**src/rtl/hbb_pkg.sv**
```systemverilog
package hbb_pkg;

    typedef enum logic [1:0] {
        ST_IDLE   = 2'd0,
        ST_DECODE = 2'd1,
        ST_WB_RUN = 2'd2,
        ST_HOLD   = 2'd3
    } hbb_state_e;

endpackage

```
**src/rtl/hbb_seq.sv**
```systemverilog
module hbb_seq
    import hbb_pkg::*;
(
    input  logic       clk,
    input  logic       rst_n,
    input  logic       cs_n,
    input  logic       adv_n,
    input  logic       wr_req,
    input  logic       ctrl_hit,
    input  logic       ack_taken,
    input  logic       expired,
    output hbb_state_e state_o,
    output logic       addr_load,
    output logic       launch,
    output logic       wb_stop,
    output logic       ctrl_wr,
    output logic       ctrl_rd,
    output logic       rdata_take,
    output logic       read_active,
    output logic       timeout_o
);

    hbb_state_e state_q, state_d;
    logic       dir_wr_q;
    logic       to_set;

    // state register
    always_ff @(posedge clk) begin
        if (!rst_n) begin
            state_q <= ST_IDLE;
        end else begin
            state_q <= state_d;
        end
    end

    // next state
    always_comb begin
        state_d = state_q;
        unique case (state_q)
            ST_IDLE: begin
                if (!cs_n && !adv_n) state_d = ST_DECODE;
            end
            ST_DECODE: begin
                if (cs_n)          state_d = ST_IDLE;
                else if (ctrl_hit) state_d = ST_HOLD;
                else               state_d = ST_WB_RUN;
            end
            ST_WB_RUN: begin
                if (cs_n)                      state_d = ST_IDLE;
                else if (ack_taken || expired) state_d = ST_HOLD;
            end
            ST_HOLD: begin
                if (cs_n) state_d = ST_IDLE;
            end
        endcase
    end

    // control outputs
    always_comb begin
        addr_load  = 1'b0;
        launch     = 1'b0;
        wb_stop    = 1'b0;
        ctrl_wr    = 1'b0;
        ctrl_rd    = 1'b0;
        rdata_take = 1'b0;
        to_set     = 1'b0;
        unique case (state_q)
            ST_IDLE: begin
                addr_load = !cs_n && !adv_n;
            end
            ST_DECODE: begin
                if (!cs_n) begin
                    if (ctrl_hit) begin
                        ctrl_wr = wr_req;
                        ctrl_rd = !wr_req;
                    end else begin
                        launch = 1'b1;
                    end
                end
            end
            ST_WB_RUN: begin
                if (cs_n) begin
                    wb_stop = 1'b1;
                end else if (ack_taken) begin
                    wb_stop    = 1'b1;
                    rdata_take = !dir_wr_q;
                end else if (expired) begin
                    wb_stop = 1'b1;
                    to_set  = 1'b1;
                end
            end
            ST_HOLD: begin
            end
        endcase
    end

    // direction, drive flag and timeout pulse
    always_ff @(posedge clk) begin
        if (!rst_n) begin
            dir_wr_q    <= 1'b0;
            read_active <= 1'b0;
            timeout_o   <= 1'b0;
        end else begin
            timeout_o <= to_set;
            if (state_q == ST_DECODE && !cs_n) begin
                dir_wr_q    <= wr_req;
                read_active <= !wr_req;
            end else if (state_d == ST_IDLE) begin
                read_active <= 1'b0;
            end
        end
    end

    assign state_o = state_q;

endmodule

```
**src/rtl/hbb_wb_port.sv**
```systemverilog
module hbb_wb_port #(
    parameter int AD_W   = 16,
    parameter int BUDGET = 2
) (
    input  logic            clk,
    input  logic            rst_n,
    input  logic            launch,
    input  logic            stop,
    input  logic            we_in,
    input  logic [AD_W-1:0] adr_in,
    input  logic [AD_W-1:0] dat_in,
    input  logic            wb_ack_i,
    output logic [AD_W-1:0] wb_adr_o,
    output logic [AD_W-1:0] wb_dat_o,
    output logic            wb_we_o,
    output logic [AD_W/8-1:0] wb_sel_o,
    output logic            wb_stb_o,
    output logic            wb_cyc_o,
    output logic            ack_taken,
    output logic            expired
);

    localparam int SEL_W = AD_W / 8;
    localparam int CNT_W = (BUDGET > 1) ? $clog2(BUDGET) : 1;
    localparam logic [CNT_W-1:0] LAST = CNT_W'(BUDGET - 1);

    logic [CNT_W-1:0] cnt_q;
    logic             cyc_q;

    always_ff @(posedge clk) begin
        if (!rst_n) begin
            cyc_q    <= 1'b0;
            cnt_q    <= '0;
            wb_adr_o <= '0;
            wb_dat_o <= '0;
            wb_we_o  <= 1'b0;
        end else if (launch) begin
            cyc_q    <= 1'b1;
            cnt_q    <= '0;
            wb_adr_o <= adr_in;
            wb_dat_o <= dat_in;
            wb_we_o  <= we_in;
        end else if (stop) begin
            cyc_q <= 1'b0;
        end else if (cyc_q && cnt_q != LAST) begin
            cnt_q <= cnt_q + 1'b1;
        end
    end

    assign wb_sel_o  = {SEL_W{1'b1}};
    assign wb_cyc_o  = cyc_q;
    assign wb_stb_o  = cyc_q;
    assign ack_taken = cyc_q && wb_ack_i;
    assign expired   = cyc_q && (cnt_q == LAST);

endmodule

```
**src/rtl/hbb_irq_gate.sv**
```systemverilog
module hbb_irq_gate (
    input  logic clk,
    input  logic rst_n,
    input  logic wr_en,
    input  logic wr_bit,
    input  logic irq_src_i,
    output logic en_q,
    output logic irq_o
);

    always_ff @(posedge clk) begin
        if (!rst_n) begin
            en_q <= 1'b0;
        end else if (wr_en) begin
            en_q <= wr_bit;
        end
    end

    assign irq_o = irq_src_i && en_q;

endmodule

```
**src/rtl/hbus_wb_bridge.sv**
```systemverilog
module hbus_wb_bridge
    import hbb_pkg::*;
#(
    parameter int          AD_W        = 16,
    parameter int          WAIT_CYCLES = 4,
    parameter logic        RW_WR_LVL   = 1'b1,
    parameter logic [15:0] CTRL_ADDR   = 16'hFFFF
) (
    input  logic            clk,
    input  logic            rst_n,
    input  logic            hb_cs_n,
    input  logic            hb_adv_n,
    input  logic            hb_rw,
    input  logic [AD_W-1:0] hb_ad_i,
    output logic [AD_W-1:0] hb_ad_o,
    output logic            hb_ad_oe,
    output logic [AD_W-1:0] wb_adr_o,
    output logic [AD_W-1:0] wb_dat_o,
    input  logic [AD_W-1:0] wb_dat_i,
    output logic            wb_we_o,
    output logic [AD_W/8-1:0] wb_sel_o,
    output logic            wb_stb_o,
    output logic            wb_cyc_o,
    input  logic            wb_ack_i,
    output logic            timeout_o,
    input  logic            irq_src_i,
    output logic            irq_o
);

    localparam int BUDGET = WAIT_CYCLES - 2;

    hbb_state_e      state;
    logic [AD_W-1:0] addr_q;
    logic [AD_W-1:0] rdata_q;
    logic            wr_req, ctrl_hit;
    logic            addr_load, launch, wb_stop;
    logic            ctrl_wr, ctrl_rd, rdata_take, read_active;
    logic            ack_taken, expired, irq_en;

    assign wr_req   = (hb_rw == RW_WR_LVL);
    assign ctrl_hit = (addr_q == AD_W'(CTRL_ADDR));

    hbb_seq u_seq (
        .clk        (clk),
        .rst_n      (rst_n),
        .cs_n       (hb_cs_n),
        .adv_n      (hb_adv_n),
        .wr_req     (wr_req),
        .ctrl_hit   (ctrl_hit),
        .ack_taken  (ack_taken),
        .expired    (expired),
        .state_o    (state),
        .addr_load  (addr_load),
        .launch     (launch),
        .wb_stop    (wb_stop),
        .ctrl_wr    (ctrl_wr),
        .ctrl_rd    (ctrl_rd),
        .rdata_take (rdata_take),
        .read_active(read_active),
        .timeout_o  (timeout_o)
    );

    hbb_wb_port #(
        .AD_W  (AD_W),
        .BUDGET(BUDGET)
    ) u_wb (
        .clk      (clk),
        .rst_n    (rst_n),
        .launch   (launch),
        .stop     (wb_stop),
        .we_in    (wr_req),
        .adr_in   (addr_q),
        .dat_in   (hb_ad_i),
        .wb_ack_i (wb_ack_i),
        .wb_adr_o (wb_adr_o),
        .wb_dat_o (wb_dat_o),
        .wb_we_o  (wb_we_o),
        .wb_sel_o (wb_sel_o),
        .wb_stb_o (wb_stb_o),
        .wb_cyc_o (wb_cyc_o),
        .ack_taken(ack_taken),
        .expired  (expired)
    );

    hbb_irq_gate u_irq (
        .clk      (clk),
        .rst_n    (rst_n),
        .wr_en    (ctrl_wr),
        .wr_bit   (hb_ad_i[0]),
        .irq_src_i(irq_src_i),
        .en_q     (irq_en),
        .irq_o    (irq_o)
    );

    // address latch and read-return register
    always_ff @(posedge clk) begin
        if (!rst_n) begin
            addr_q  <= '0;
            rdata_q <= '0;
        end else begin
            if (addr_load) addr_q <= hb_ad_i;
            if (rdata_take)   rdata_q <= wb_dat_i;
            else if (ctrl_rd) rdata_q <= {{(AD_W-1){1'b0}}, irq_en};
        end
    end

    assign hb_ad_o  = rdata_q;
    assign hb_ad_oe = !hb_cs_n && read_active && (state != ST_IDLE);

endmodule

```
**config.mk**
```make
export PLATFORM = sky130hd
export DESIGN_NAME = hbus_wb_bridge
export DESIGN_NICKNAME = d
export VERILOG_FILES = /design/src/rtl/hbb_pkg.sv /design/src/rtl/hbb_seq.sv /design/src/rtl/hbb_wb_port.sv /design/src/rtl/hbb_irq_gate.sv /design/src/rtl/hbus_wb_bridge.sv
export SDC_FILE = /design/constraint.sdc
export NUM_CORES = 1
export LEC_CHECK = 0
export BUFFER_PORTS_ARGS = -buffer_cell sky130_fd_sc_hd__clkbuf_2
export CAP_MARGIN = 40
export CORE_MARGIN = 4
export CORE_UTILIZATION = 30
export CTS_CLUSTER_SIZE = 25
export DETAILED_ROUTE_END_ITERATION = 8
export PLACE_DENSITY = 0.6
export SETUP_SLACK_MARGIN = 0.5
export SLEW_MARGIN = 20
export SYNTH_ARGS = -nofsm -noshare
export SYNTH_HDL_FRONTEND = slang
export SYNTH_HIERARCHICAL = 1
export SYNTH_SLANG_ARGS = --single-unit
```
**constraint.sdc**
```tcl
create_clock -name clk -period 2 [get_ports clk]
set_clock_uncertainty 0.1 [all_clocks]
set_input_delay 0.2 -clock clk [delete_from_list [all_inputs] [get_ports clk]]
set_output_delay 0.2 -clock clk [all_outputs]
set_load 0.005 [all_outputs]
```
# After elaboration in Yosys (flattened, before gate mapping)
# Cells that the tools add are included.
[classes]
muxes = 30
n_addsub = 1
n_bitwise = 4
n_reduce_logical = 22
eq_ne = 4
[op_table]
columns = ["op", "n"]
rows = [
  ["two-way mux 16 bit", 2],
  ["two-way mux 1 bit", 22],
  ["equality test 16 bit (second input constant)", 1],
  ["two-way mux 2 bit", 5],
  ["logical AND 1 bit", 8],
  ["case mux 2 bit (4 select lines)", 1],
  ["nonzero test 2 bit", 4],
  ["equality test 2 bit (second input constant)", 2],
  ["zero test 1 bit", 4],
  ["zero test 2 bit", 2],
  ["inverter 1 bit", 4],
  ["OR reduction 4 bit", 1],
  ["equality test 2 x 1 -> 1 bit (second input constant)", 1],
  ["AND reduction 2 bit", 1],
  ["OR reduction 2 bit", 1],
  ["adder 1 bit (second input constant)", 1],
  ["logical OR 1 bit", 1],
]
[totals]
register_bits = 73
input_bits = 39
word_cells = 73
output_inout_bits = 56

# Logic depth before layout (Yosys ltp)
[depth]
depth_word = 8
depth_mapped = 7

# By module
# The synthesis kept the hierarchy.
[modules_own_cells]
columns = ["mod", "n_inst", "seq_area_each_um2", "area_each_um2", "cells_each"]
rows = [
  ["hbb_wb_port", 1, 700.7, 1391.3, 120],
  ["hbus_wb_bridge", 1, 640.6, 1336.3, 128],
  ["hbb_seq", 1, 100.1, 275.3, 30],
  ["hbb_irq_gate", 1, 20.0, 42.5, 4],
]

# Worst setup path before layout
# No wires, ideal clock.
[synth_path]
kind = "register -> register"
startpoint = "register addr_q[7]"
endpoint = "register rdata_q[0], in the netlist hb_ad_o[0]"
setup_ns = 0.116
period_less_slack_ns = 1.974
n_path_buf = 0
slack_ns = 0.026
path_stages_with_launch = 7
required_ns = 1.784
arrival_time_ns = 1.758
cell_sequence = "dfxtp_1 nand4_1 nor4_1 nand2_1 nor2_1 mux2_2 o211a_1"
[synth_between]
elab_chain_len = 5
[synth_rtl]
columns = ["item", "line_no", "text"]
rows = [
  ["start: declaration", "hbus_wb_bridge.sv:33", "logic [AD_W-1:0] addr_q;"],
  ["start signal: assignment", "hbus_wb_bridge.sv:101", "if (addr_load) addr_q <= hb_ad_i;"],
  ["equality test 16 bit", "hbus_wb_bridge.sv:41", "assign ctrl_hit = (addr_q == AD_W'(CTRL_ADDR));"],
  ["named net ctrl_hit", "hbus_wb_bridge.sv:35", "logic wr_req, ctrl_hit;"],
  ["two-way mux 1 bit", "hbb_seq.sv:73", "if (ctrl_hit) begin"],
  ["two-way mux 1 bit", "hbb_seq.sv:72", "if (!cs_n) begin"],
  ["two-way mux 1 bit", "hbb_seq.sv:67", "unique case (state_q)"],
  ["named net ctrl_rd", "hbus_wb_bridge.sv:37", "logic ctrl_wr, ctrl_rd, rdata_take, read_active;"],
  ["nonzero test 2 bit (no source line)", "-", ""],
  ["end signal: assignment", "hbus_wb_bridge.sv:102", "if (rdata_take) rdata_q <= wb_dat_i;"],
  ["end signal: assignment", "hbus_wb_bridge.sv:103", "else if (ctrl_rd) rdata_q <= {{(AD_W-1){1'b0}}, irq_en};"],
  ["end: declaration", "hbus_wb_bridge.sv:34", "logic [AD_W-1:0] rdata_q;"],
]
# The timed path passes the listed nets, and every way through them passes these cells.
# A chain may end at the register's enable or synchronous reset.

# Final worst setup path
[layout_path]
startpoint = "register addr_q[0]"
endpoint = "register rdata_q[0], in the netlist hb_ad_o[0]"
# The elaborated chain is that of the path after synthesis.

==> results.json <==
{
  "post_dp_cell_area_um2": 3650,
  "first_pass_iters": 4,
  "maxCapViolations": 0,
  "ant_nets": 0,
  "synthesis.area_um2": 3050,
  "setup_tns_ps": 0,
  "finalNetCount": 445,
  "grt_pass1_vias": 2407,
  "antenna_found_initial": 0,
  "dieWidth_um": 109,
  "core_region_area_um2": 9820,
  "synthFlopType": "dfxtp_1",
  "port-buffer-count": 92,
  "clk_latency_ps": 340,
  "crit_chain": "nand4_1 -> nor4_4 -> nand2_1 -> nor2_4 -> mux2_4 -> o211a_1",
  "p_leak_nw": 1.69,
  "synthArstFlopShare_pct": 0,
  "overflow": 0,
  "ys_seq_area_share_pct": 48.0,
  "ir_drop_mv": 0.383,
  "final_area_um2": 4290,
  "status": "complete, no violations",
  "vias_per_cell": 4.41,
  "setup_violations": 0,
  "dp_hpwl_um": 4730,
  "cp_max_fo": 3,
  "syn_area_per_cell_um2": 10.8,
  "finalHoldViolCount": 0,
  "path_class": "reg -> reg",
  "cp_top_family": "simple AND/OR/NAND/NOR gates",
  "crit_required_ps": 2140,
  "clk_path_buf_depth": 2,
  "rsz0062_at_grt": "yes",
  "cp_data_arrival_time_ps": 1970,
  "start_util_pct": 31.0,
  "drcViolationCount": 0,
  "die_h_um": 109,
  "avgRoutedWirePerCell_um": 13.9,
  "gp_congestion": 0.702,
  "cp_slowest_stage_delay_ps": 340,
  "cp_slowest_cell": "dfxtp_2",
  "dp_slack_ps": 159,
  "synth.distinct_cells": 36,
  "cts_tree": "built",
  "root_buffer": "clkbuf_8",
  "hp-class": "in -> reg",
  "synthCells": 282,
  "syn2layout_area_growth_pct": 40.9,
  "grtUsageTotal_pct": 12.8,
  "p_per_area_nw_per_um2": 683,
  "max_freq_mhz": 545,
  "cts_buffers": 9,
  "die_area_um2": 11800,
  "fin_crit_ps": 1830,
  "drive_above_1_share_pct": 39.2,
  "finalCritPeriodShare_pct": 91.7,
  "grt_first_pass_wirelength_um": 11900,
  "rows": 36,
  "synth_edf_count": 0,
  "grt_max_degree": 72,
  "fin_ws_ps": 165,
  "critical_path_buf_inv_count": 0,
  "maxSlewViolCount": 0,
  "cts_htree_levels": 3,
  "route.vias.total": 2398,
  "drt_iter0_markers": 78,
  "antenna_cells": 0,
  "clkTransAtPathRegs_ps": 80,
  "clock_sinks": 73,
  "reg2reg_slack_ps": 170,
  "worst_setup_path_start_kind": "register",
  "yosys_register_bits": 73,
  "cp-end-kind": "register",
  "routed_wl_um": 7580,
  "yosys_warnings": 6,
  "ios": 95
}
## final timing paths
kind              startpoint    endpoint  depth (start not counted)
setup / recovery   addr_q[0]  hb_ad_o[0]                          6
hold / removal    hb_ad_i[1]   addr_q[1]                          3
setup reg to reg   addr_q[0]  hb_ad_o[0]                          6
hold reg to reg   u_wb/cnt_q  u_wb/cnt_q                          2
## synth_stat cells (3+ instances only)
library cell  count  area share, %
nor2_1            6           0.74
buf_12            3            2.0
or3b_1           14            4.0
nand2_1          17            2.1
clkbuf_1          6           0.74
buf_4             5            1.2
nand2b_1          4           0.82
mux2i_1          50             16
dfxtp_1          73             48
nand4_1           4           0.82
a21boi_1         14            3.5
and2_1            3           0.62
buf_6             4            1.5
nor3_1            3           0.49
nor2b_1          50             10
## flip-flops by register name, indices dropped and copies added, names as in the netlist
register           count
addr_q                16
hb_ad_o               16
u_irq/en_q             1
u_seq/dir_wr_q         1
u_seq/read_active      1
u_seq/state_o          2
u_seq/timeout_o        1
u_wb/cnt_q             1
u_wb/wb_adr_o         16
u_wb/wb_cyc_o          1
u_wb/wb_dat_o         16
u_wb/wb_we_o           1
## metrics by stage
| stage | std cells | hold WS [ps] | util [%] | power (mW) |
|---|---|---|---|---|
| 6_report | 544 | 37.2 | 43.7 | 2.93 |
| 5_1_grt | 544 | 32.6 | 43.7 | 3.08 |
| 4_1_cts | 536 | 21.8 | 42.1 | 2.97 |
| 3_5_place_dp | 496 | 332 | 37.2 | 1.75 |
| 3_3_place_gp | 496 | 331 | 37.2 | 1.75 |
| 2_1_floorplan | 283 | 188 | - | 1.67 |
## cell usage in the layout (no fill, tap or decap), drive strengths merged, types with 3 or more instances in the layout
master / n
nor2: 6
nand2: 17
dfxtp: 73
and2: 3
clkbuf: 104
nand4: 4
buf: 20
inv: 3
dlygate4sd3: 16
nor3: 3
nand2b: 6
a21boi: 16
nor2b: 50
or3b: 15
mux2i: 50
## worst register-to-register path, stage by stage, from the launching register on
cell	delay, ps
dfxtp_2	340
nand4_1	170
nor4_4	340
nand2_1	130
nor2_4	150
mux2_4	310
o211a_1	200
## report_power, final
group / internal, mW / leakage [nW] / total, mW / switching (mW)
sequential: 1.49 / 0.596 / 1.51 / 0.0223
combinational: 0.157 / 0.999 / 0.271 / 0.114
clock: 0.581 / 0.0929 / 1.15 / 0.569
## per-layer routing
layer / up-vias / track usage (%) / share of wire, %
met4: 0 / 6.40 / 2.0
met3: 12 / 2.25 / 4.4
met2: 52 / 20.3 / 47
met1: 1128 / 16.7 / 47
li1: 1206 / - / -
met5: - / 0 / 0
## area by class of cell
class,count,area [µm²]
well taps,133,166
repair buffers,131,946
flip-flops and latches,73,1480
fillers,978,5530
multi-input cells,189,1500
clock buffers,10,128
inverters,2,7.51
clock inverters,6,67.6
## cell families (layout without fill, tap and decap cells)
| logic type | after synthesis | in the layout | synth area share [%] |
|---|---|---|---|
| mux | 51 | 51 | 16.8 |
| buf+inv | 21 | 149 | 5.83 |
| flops | 73 | 73 | 48.0 |
| compound gates | 23 | 23 | 5.71 |
| simple gates | 113 | 113 | 23.5 |
| other cells | 1 | 2 | 0.123 |
## timing repair
item                                    CTS  global route
buffers inserted                          5             6
pin swaps                                 5            16
hold buffers                             16             0
gates cloned                              3             2
resized for setup                        10            18
endpoints found under the hold margin    16             0
endpoints found under the setup margin   54            70
Power figures use the tool's default switching activity.
